### src/rtl/sertx_pkg.sv
package sertx_pkg;

   typedef enum logic [2:0] {
      ST_IDLE,
      ST_START,
      ST_DATA,
      ST_PAR,
      ST_STOP,
      ST_BRK,
      ST_GUARD
   } tx_state_e;

   typedef enum logic [1:0] {
      PAR_ODD   = 2'b00,
      PAR_EVEN  = 2'b01,
      PAR_MARK  = 2'b10,
      PAR_SPACE = 2'b11
   } par_mode_e;

   localparam logic [1:0] CTL_BREAK = 2'b11;
   localparam logic [1:0] LEN_LONGEST  = 2'b00;
   localparam logic [1:0] LEN_SHORTEST = 2'b11;

endpackage

### src/rtl/sertx_hold.sv
module sertx_hold #(
   parameter int unsigned DATA_W = 8
) (
   input  logic              clk,
   input  logic              rst_n,
   input  logic              wr_en,
   input  logic [DATA_W-1:0] wr_data,
   input  logic              take,
   output logic              full,
   output logic [DATA_W-1:0] held
);

   always_ff @(posedge clk or negedge rst_n) begin
      if (!rst_n) begin
         full <= 1'b0;
         held <= '0;
      end else if (wr_en) begin
         full <= 1'b1;
         held <= wr_data;
      end else if (take) begin
         full <= 1'b0;
      end
   end

endmodule

### src/rtl/sertx_frame.sv
module sertx_frame
   import sertx_pkg::*;
#(
   parameter int unsigned DATA_W     = 8,
   parameter int unsigned TPB        = 16,
   parameter bit          HAS_PARITY = 1'b1,
   localparam int unsigned IDX_W     = $clog2(DATA_W + 1),
   localparam int unsigned CNT_W     = $clog2(2 * TPB + 1)
) (
   input  logic [DATA_W-1:0] data,
   input  logic [1:0]        cfg_len,
   input  logic              cfg_stop2,
   input  logic              par_en,
   input  logic [1:0]        par_mode,
   output logic [DATA_W-1:0] data_m,
   output logic [IDX_W-1:0]  nbits,
   output logic              par_on,
   output logic              par_bit,
   output logic [CNT_W-1:0]  stop_ticks
);

   localparam logic [CNT_W-1:0] STOP_ONE  = CNT_W'(TPB);
   localparam logic [CNT_W-1:0] STOP_HALF = CNT_W'(TPB + TPB / 2);
   localparam logic [CNT_W-1:0] STOP_TWO  = CNT_W'(2 * TPB);

   logic [DATA_W-1:0] mask;
   logic              ones_odd;

   assign nbits = IDX_W'(DATA_W) - IDX_W'(cfg_len);

   for (genvar gi = 0; gi < DATA_W; gi++) begin : g_mask
      assign mask[gi] = (IDX_W'(gi) < nbits);
   end

   assign data_m   = data & mask;
   assign ones_odd = ^data_m;

   if (HAS_PARITY) begin : g_par
      assign par_on = par_en;
      always_comb begin
         case (par_mode_e'(par_mode))
            PAR_ODD:   par_bit = ~ones_odd;
            PAR_EVEN:  par_bit = ones_odd;
            PAR_MARK:  par_bit = 1'b1;
            default:   par_bit = 1'b0;
         endcase
      end
   end else begin : g_nopar
      logic unused_par;
      assign unused_par = ^{par_en, par_mode, ones_odd};
      assign par_on  = 1'b0;
      assign par_bit = 1'b0;
   end

   always_comb begin
      if (!cfg_stop2)
         stop_ticks = STOP_ONE;
      else if (cfg_len == LEN_SHORTEST && !par_on)
         stop_ticks = STOP_HALF;
      else if (cfg_len == LEN_LONGEST && par_on)
         stop_ticks = STOP_ONE;
      else
         stop_ticks = STOP_TWO;
   end

endmodule

### src/rtl/sertx_shift.sv
module sertx_shift
   import sertx_pkg::*;
#(
   parameter int unsigned DATA_W = 8,
   parameter int unsigned TPB    = 16,
   localparam int unsigned IDX_W = $clog2(DATA_W + 1),
   localparam int unsigned CNT_W = $clog2(2 * TPB + 1)
) (
   input  logic              clk,
   input  logic              rst_n,
   input  logic              tick16,
   input  logic              brk_req,
   input  logic              full,
   input  logic [DATA_W-1:0] ld_data,
   input  logic [IDX_W-1:0]  ld_nbits,
   input  logic              ld_par_on,
   input  logic              ld_par_bit,
   input  logic [CNT_W-1:0]  ld_stop,
   output logic              take,
   output logic              brk_active,
   output logic              txd
);

   localparam logic [CNT_W-1:0] BIT_TICKS = CNT_W'(TPB);

   tx_state_e         st;
   logic [CNT_W-1:0]  cnt;
   logic [CNT_W-1:0]  lim;
   logic [DATA_W-1:0] sh;
   logic [IDX_W-1:0]  bidx;
   logic [IDX_W-1:0]  nb_q;
   logic              pon_q;
   logic              pbit_q;
   logic [CNT_W-1:0]  stop_q;
   logic              ticking;
   logic              last_tick;
   logic              frame_end;

   assign lim       = (st == ST_STOP) ? stop_q : BIT_TICKS;
   assign ticking   = (st == ST_START) || (st == ST_DATA) || (st == ST_PAR) ||
                      (st == ST_STOP)  || (st == ST_GUARD);
   assign last_tick = ticking && tick16 && (cnt == lim - 1'b1);
   assign frame_end = last_tick && ((st == ST_STOP) || (st == ST_GUARD));
   assign take      = ((st == ST_IDLE) || frame_end) && full && !brk_req;
   assign brk_active = (st == ST_BRK);

   always_ff @(posedge clk or negedge rst_n) begin
      if (!rst_n) begin
         st     <= ST_IDLE;
         cnt    <= '0;
         sh     <= '0;
         bidx   <= '0;
         nb_q   <= '0;
         pon_q  <= 1'b0;
         pbit_q <= 1'b0;
         stop_q <= BIT_TICKS;
      end else if (take) begin
         st     <= ST_START;
         cnt    <= '0;
         sh     <= ld_data;
         bidx   <= '0;
         nb_q   <= ld_nbits;
         pon_q  <= ld_par_on;
         pbit_q <= ld_par_bit;
         stop_q <= ld_stop;
      end else begin
         if (ticking && tick16)
            cnt <= last_tick ? '0 : cnt + 1'b1;
         case (st)
            ST_IDLE: begin
               if (brk_req) st <= ST_BRK;
            end
            ST_START: begin
               if (last_tick) begin
                  st   <= ST_DATA;
                  bidx <= '0;
               end
            end
            ST_DATA: begin
               if (last_tick) begin
                  sh   <= sh >> 1;
                  bidx <= bidx + 1'b1;
                  if (bidx == nb_q - 1'b1)
                     st <= pon_q ? ST_PAR : ST_STOP;
               end
            end
            ST_PAR: begin
               if (last_tick) st <= ST_STOP;
            end
            ST_STOP, ST_GUARD: begin
               if (last_tick) st <= ST_IDLE;
            end
            ST_BRK: begin
               if (!brk_req) begin
                  st  <= ST_GUARD;
                  cnt <= '0;
               end
            end
            default: st <= ST_IDLE;
         endcase
      end
   end

   always_comb begin
      case (st)
         ST_START: txd = 1'b0;
         ST_DATA:  txd = sh[0];
         ST_PAR:   txd = pbit_q;
         ST_BRK:   txd = 1'b0;
         default:  txd = 1'b1;
      endcase
   end

endmodule

### src/rtl/sertx_core.sv
module sertx_core
   import sertx_pkg::*;
#(
   parameter int unsigned DATA_W     = 8,
   parameter int unsigned TPB        = 16,
   parameter bit          HAS_PARITY = 1'b1,
   localparam int unsigned IDX_W     = $clog2(DATA_W + 1),
   localparam int unsigned CNT_W     = $clog2(2 * TPB + 1)
) (
   input  logic              clk,
   input  logic              rst_n,
   input  logic              tick16,
   input  logic              wr_en,
   input  logic [DATA_W-1:0] wr_data,
   input  logic [1:0]        cfg_len,
   input  logic              cfg_stop2,
   input  logic              par_en,
   input  logic [1:0]        par_mode,
   input  logic [1:0]        tx_ctl,
   output logic              hold_empty,
   output logic              txd
);

   if (DATA_W < 4) begin : g_bad_width
      $error("sertx_core: DATA_W must be at least 4");
   end
   if (TPB < 2 || (TPB % 2) != 0) begin : g_bad_tpb
      $error("sertx_core: TPB must be even and at least 2");
   end

   logic              full;
   logic              take;
   logic              brk_on;
   logic [DATA_W-1:0] held;
   logic [DATA_W-1:0] data_m;
   logic [IDX_W-1:0]  nbits;
   logic              par_on;
   logic              par_bit;
   logic [CNT_W-1:0]  stop_ticks;

   sertx_hold #(.DATA_W(DATA_W)) u_hold (
      .clk     (clk),
      .rst_n   (rst_n),
      .wr_en   (wr_en),
      .wr_data (wr_data),
      .take    (take),
      .full    (full),
      .held    (held)
   );

   sertx_frame #(.DATA_W(DATA_W), .TPB(TPB), .HAS_PARITY(HAS_PARITY)) u_frame (
      .data       (held),
      .cfg_len    (cfg_len),
      .cfg_stop2  (cfg_stop2),
      .par_en     (par_en),
      .par_mode   (par_mode),
      .data_m     (data_m),
      .nbits      (nbits),
      .par_on     (par_on),
      .par_bit    (par_bit),
      .stop_ticks (stop_ticks)
   );

   sertx_shift #(.DATA_W(DATA_W), .TPB(TPB)) u_shift (
      .clk        (clk),
      .rst_n      (rst_n),
      .tick16     (tick16),
      .brk_req    (tx_ctl == CTL_BREAK),
      .full       (full),
      .ld_data    (data_m),
      .ld_nbits   (nbits),
      .ld_par_on  (par_on),
      .ld_par_bit (par_bit),
      .ld_stop    (stop_ticks),
      .take       (take),
      .brk_active (brk_on),
      .txd        (txd)
   );

   assign hold_empty = ~full;

endmodule

### config.mk
export PLATFORM = sky130hd
export DESIGN_NAME = sertx_core
export DESIGN_NICKNAME = d
export VERILOG_FILES = /design/src/rtl/sertx_pkg.sv /design/src/rtl/sertx_hold.sv /design/src/rtl/sertx_frame.sv /design/src/rtl/sertx_shift.sv /design/src/rtl/sertx_core.sv
export SDC_FILE = /design/constraint.sdc
export NUM_CORES = 1
export LEC_CHECK = 0
export ABC_CLOCK_PERIOD_IN_PS = 6200
export CAP_MARGIN = 10
export CORE_MARGIN = 2
export CORE_UTILIZATION = 45
export CTS_CLUSTER_SIZE = 30
export DETAILED_ROUTE_END_ITERATION = 7
export PLACE_DENSITY = 0.7
export RECOVER_POWER = 50
export SLEW_MARGIN = 20
export SYNTH_ARGS = -nofsm -noshare
export SYNTH_HDL_FRONTEND = slang
export SYNTH_SLANG_ARGS = --single-unit
### constraint.sdc
create_clock -name clk -period 6.2 [get_ports clk]
set_input_delay 1.24 -clock clk [delete_from_list [all_inputs] [get_ports clk]]
set_output_delay 1.24 -clock clk [all_outputs]
set_load 0.005 [all_outputs]
After elaboration in Yosys (flattened, before gate mapping):

Index checks and enable logic that the tools add are counted.

* magnitude comparators: 8
* reduce and logical (&&, ||, !) cells: 28
* bitwise logic cells: 3
* equality and inequality tests: 19
* add/sub/neg operators: 5
* muxes and demuxes: 30

Operator list (count)
* 2-to-1 mux 6 bit: 9
* 2-to-1 mux 3 bit: 9
* 2-to-1 mux 8 bit: 3
* case mux 3 bit (6 select lines): 1
* less-than comparator 3 x 4 -> 1 bit (first input constant): 4
* != test 3 x 2 -> 1 bit (second input constant): 5
* 2-to-1 mux 4 bit: 3
* == test 3 bit (second input constant): 3
* bitwise AND 8 bit: 1
* less-than comparator 1 x 4 -> 1 bit (first input constant): 2
* less-than comparator 2 x 4 -> 1 bit (first input constant): 2
* case mux 4 bit (2 select lines): 1
* XOR reduction 8 bit: 1
* logical AND 1 bit: 7
* AND reduction 7 bit: 1
* adder 6 x 1 -> 6 bit (second input constant): 1
* == test 2 bit (second input constant): 3
* == test 3 x 2 -> 1 bit (second input constant): 2
* == test 6 bit: 1
* logical OR 1 bit: 6
* != test 3 bit (second input constant): 2
* case mux 1 bit (3 select lines): 2
* nonzero test 2 bit: 3
* subtractor 6 x 1 -> 6 bit (second input constant): 1
* 15 further kinds: 20

* word-level logic and storage cells: 103
* register bits: 42

Logic depth before layout (Yosys ltp):

* depth in word-level cells: 13
* depth in mapped cells: 12

Modules after synthesis:

A second synthesis with hierarchy kept.

* cell total of the unflattened synthesis: 254
* area, all modules: 2665.1 um^2

Modules (own cells, without submodules)
* sertx_shift: area an instance 1998.2 um^2, instances 1, cells an instance 197
* sertx_hold: area an instance 369.1 um^2, instances 1, cells an instance 20
* sertx_frame: area an instance 287.8 um^2, instances 1, cells an instance 35
* sertx_core: area an instance 10.0 um^2, instances 1, cells an instance 2

Worst setup path after synthesis:

OpenSTA, ideal clock, no wires.

* path kind: reg-to-reg
* start point: register u_shift.st[1]
* end point: register u_shift.nb_q[1]
* clock period less this slack: 2749 ps
* cell stages (with the launch flop): 12
* setup time: 128 ps
* arrival time: 2622 ps
* slack: 3451 ps
* cell sequence: dfrtp_1 buf_2 clkbuf_1 nor2_1 and3_1 ha_1 xnor2_1 xnor2_1 nor4_4 a41oi_1 buf_2 mux2_1

* cells in the longest elaborated chain, start to end: 11
* elaborated cells on any way between the ends: 20
* classes of those cells: 1 x add/sub; 6 x eq/ne; 1 x mux; 12 x reduce/logical

Ends and longest elaborated chain
* start, declared: RTL line sertx_shift.sv:26 `tx_state_e st;`
* start signal, assigned: RTL line sertx_shift.sv:84 `st <= pon_q ? ST_PAR : ST_STOP;`
* branches (longest 8 deep; another with subtractor 6 x 1 -> 6 bit)
* logical OR 1 bit *: RTL line sertx_shift.sv:44 `assign take = ((st == ST_IDLE) || frame_end) && full && !brk_req;`
* logical AND 1 bit * (2 in series): RTL line sertx_shift.sv:44
* end signal, assigned: RTL line sertx_shift.sv:62 `nb_q <= ld_nbits;`
* end, declared: RTL line sertx_shift.sv:31 `logic [IDX_W-1:0] nb_q;`

Every way passes the cells marked *.
A chain may end at the register's enable or synchronous reset.

Worst setup path after layout:

* start point: register u_shift.st[0]
* end point: output txd

* cells in the longest elaborated chain, start to end: 3
* elaborated cells on any way between the ends: 6
* classes of those cells: 4 x eq/ne; 1 x mux; 1 x reduce/logical

Ends and longest elaborated chain
* == test 3 bit / == test 3 x 1 -> 1 bit (equally long branches)
* OR reduction 2 bit (no line)
* case mux 1 bit (3 select lines) *: RTL line sertx_shift.sv:105 `case (st)`
* end, declared: RTL line sertx_core.sv:21 `output logic txd`

Mark *: on every way between the ends. The rest lies on a longest branch, timed or not.

==> impl_metrics.toml <==
[placement]
routabilityCongestion = 0.797
hpwl_um = 3110
portBuffers = 21

[route]
ant_nets = 0
vias = 1640
totalWireLength_um = 4240
drt_iter0_drc = 133
vias_per_cell = 5.21
wl_per_cell_um = 13.4
firstDrtPassIters = 4
route.detailed.drc = 0

[sta]
period_needed_ns = 3.35
tns_ns = 0
rsz0062_at_grt = "false"
setup_violations = 0
slew_headroom_pct = -38.4
final-max-slew-violation-count = 40
finalClockSkew_ns = 0.00389
post-route-period-util_pct = 54.0
fmax_ghz = 0.298
finalHoldViolCount = 0
tightest_slew_ns = 2.08

[floorplan]
dieArea_um2 = 5450
initial_core_util_pct = 46.4
die_y_um = 73.8
rows = 25
pin_count = 22
core_um2 = 4720
die_x_um = 73.8

[synthesis]
synth-adder-area-share_pct = 3.99
synthesis.area_um2 = 2190
synth_xor_area_share_pct = 9.24
synth_mux_area_share_pct = 7.02
syn_avg_cell_area_um2 = 9.62
synth_seq_cells = 39
synth.distinct_cells = 43
synth_fp_nets = 255
synth_top_family_by_area = "simple AND/OR/NAND/NOR gates"
postSynth.asyncResetShare_pct = 100
yosys_warnings = 0
synth_compound_area_share_pct = 13.6
synth_edf_count = 0
ys_seq_area_share_pct = 44.6
yosys.area_share.simple_pct = 17.9
syn-instance-count = 228
ys.flop_type = "dfrtp_1"

[power_and_ir_drop]
p_per_area_nw_per_um2 = 341
p_leak_nw = 1.11
irDropWorstVdd_uv = 160

[min_path]
holdCritPathClass = "flip-flop to flip-flop"
worstHoldPathCells = 2

[cts]
cts_made_buffers = 5
cts_hold_buf = 0
cts_setup_buffers = 0
cts_buffer_depth = 2
cts_tree = "built"
clock_latency_ns = 0.28
htree_num_levels = 2
cts_root_buffer = "clkbuf_8"
cts.clk_slew.worst_paths_ns = 0.07
ctsResizeCount = 0
clock_sinks = 39

[final_layout]
layout_commonest_cell = "dfrtp_1"
mostFrequentLayoutCells = "dfrtp_1, nand2_1, nor2_1"
drive_above_1_share_pct = 8.06
nets = 274
n_fill_cell = 413
syn_to_final_growth_pct = 15.6
n_antenna_cell = 0
multi_input_area_um2 = 1140
ff_latch_area_um2 = 977
final_util_pct = 53.7

[run_status]
status = "complete, but fails checks"
violations = "capacitance limit, slew limit"

[grt]
overflow = 0
grt_antenna_before_repair = 0
grt_pass1_wl_um = 7450
grt_usage_pct = 17.9
grt_pass1_vias = 1590
grt_start_max_net_pins = 40

[worst_setup_path]
setup.worst_path.end_class = "output port"
critPathLaunchType = "flip-flop"
cp.arrival_ns = 2.11
rr_worst_depth = 9
cp.required_ns = 4.96
crit_type = "flip-flop to output port"
crit_fanout = 15

[run]
cap_violations = 1
==> logic make-up (layout without fill, tap and decap cells) <==
logic type                 Yosys count  after routing
and+or+nand+nor                     80             80
buffers and inverters               21             41
AOI/OAI and AO/OA                   47             47
adders and majority gates            7              7
muxes                               14             14
DFF                                 39             39
xor gates and xnor gates            20             20
==> power by group <==
| part | switching (mW) | leakage (nW) | total (mW) | internal (mW) |
|---|---|---|---|---|
| combinational | 0.135 | 0.592 | 0.286 | 0.151 |
| clock | 0.0844 | 0.0422 | 0.163 | 0.0790 |
| sequential | 0.0815 | 0.474 | 0.416 | 0.335 |
==> state kept, by name, indices dropped and copies added (netlist names) <==
signal	cells
u_hold.held	8
u_hold.full	1
u_shift.pon_q	1
u_shift.nb_q	4
u_shift.bidx	4
u_shift.sh	8
u_shift.pbit_q	1
u_shift.stop_q	3
u_shift.cnt	6
u_shift.st	3
==> area by class of cell <==
cell class | count | share of cell area (%)
repair buffers | 22 | 8.34
flip-flops and latches | 39 | 38.5
well taps | 67 | 3.31
multi-input cells | 168 | 45.0
clock inverters | 1 | 0.197
inverters | 11 | 1.63
clock buffers | 7 | 3.01
==> critical path, cell delays in order (launching register included) <==
cell             delay [ns]
dfrtp_1                0.54
nor2_1                 0.54
nand2_1                0.11
nor2_1                 0.11
a21oi_1                0.06
clkdlybuf4s50_1        0.47
==> per-stage QoR <==
stage	hold WS (ns)	cell area, um^2	total power [mW]	std cells	worst slack, ns
detailed placement	0.473	2460	0.709	307	2.61
CTS	0.485	2540	0.875	315	2.86
global route	0.502	2540	0.940	315	2.66
finish	0.477	2540	0.866	315	2.85
global placement	0.462	2460	0.699	307	2.67
floorplan	0.442	2190	0.624	228	3.45
==> path summary, 6_finish.rpt <==
check / from / to / slack (ns)
worst max-delay path: u_shift.st[0] / txd / 2.85
worst min-delay path: u_shift.stop_q[4] / u_shift.stop_q[4] / 0.48
worst max register to register: u_shift.st[1] / u_shift.nb_q[1] / 2.95
worst min register to register: u_shift.stop_q[4] / u_shift.stop_q[4] / 0.48
max in group asynchronous: rst_n / u_shift.sh[5] / 3.46
min in group asynchronous: rst_n / u_shift.bidx[2] / 1.55
==> layer usage <==
layer / track usage (%) / wire length (um) / vias to the layer above
li1: - / - / 829
met1: 23.4 / 1940 / 774
met2: 29.9 / 2130 / 35
met3: 3.57 / 140 / 2
met4: 5.66 / 24 / 0
met5: 0 / 0 / -
==> cells in the mapped netlist, drive strengths merged (2+ instances only) <==
master | instances | area (um^2)
dfrtp | 38 | 951
nand2 | 28 | 105
nor2 | 22 | 82.6
a21oi | 11 | 55.1
inv | 11 | 41.3
mux2 | 11 | 124
o21ai | 11 | 55.1
xnor2 | 10 | 87.6
a31oi | 9 | 56.3
xor2 | 8 | 70.1
clkbuf | 7 | 26.3
ha | 7 | 87.6
nor3 | 6 | 30.0
nand3 | 5 | 25.0
and3 | 4 | 25.0
a21o | 3 | 22.5
a41oi | 3 | 26.3
buf | 3 | 15.0
mux2i | 3 | 30.0
nand2b | 3 | 18.8
a21boi | 2 | 15.0
and2 | 2 | 12.5
and4bb | 2 | 25.0
nand4 | 2 | 12.5
xnor3 | 2 | 45.0
No activity file was read; power rests on OpenSTA's default activity.
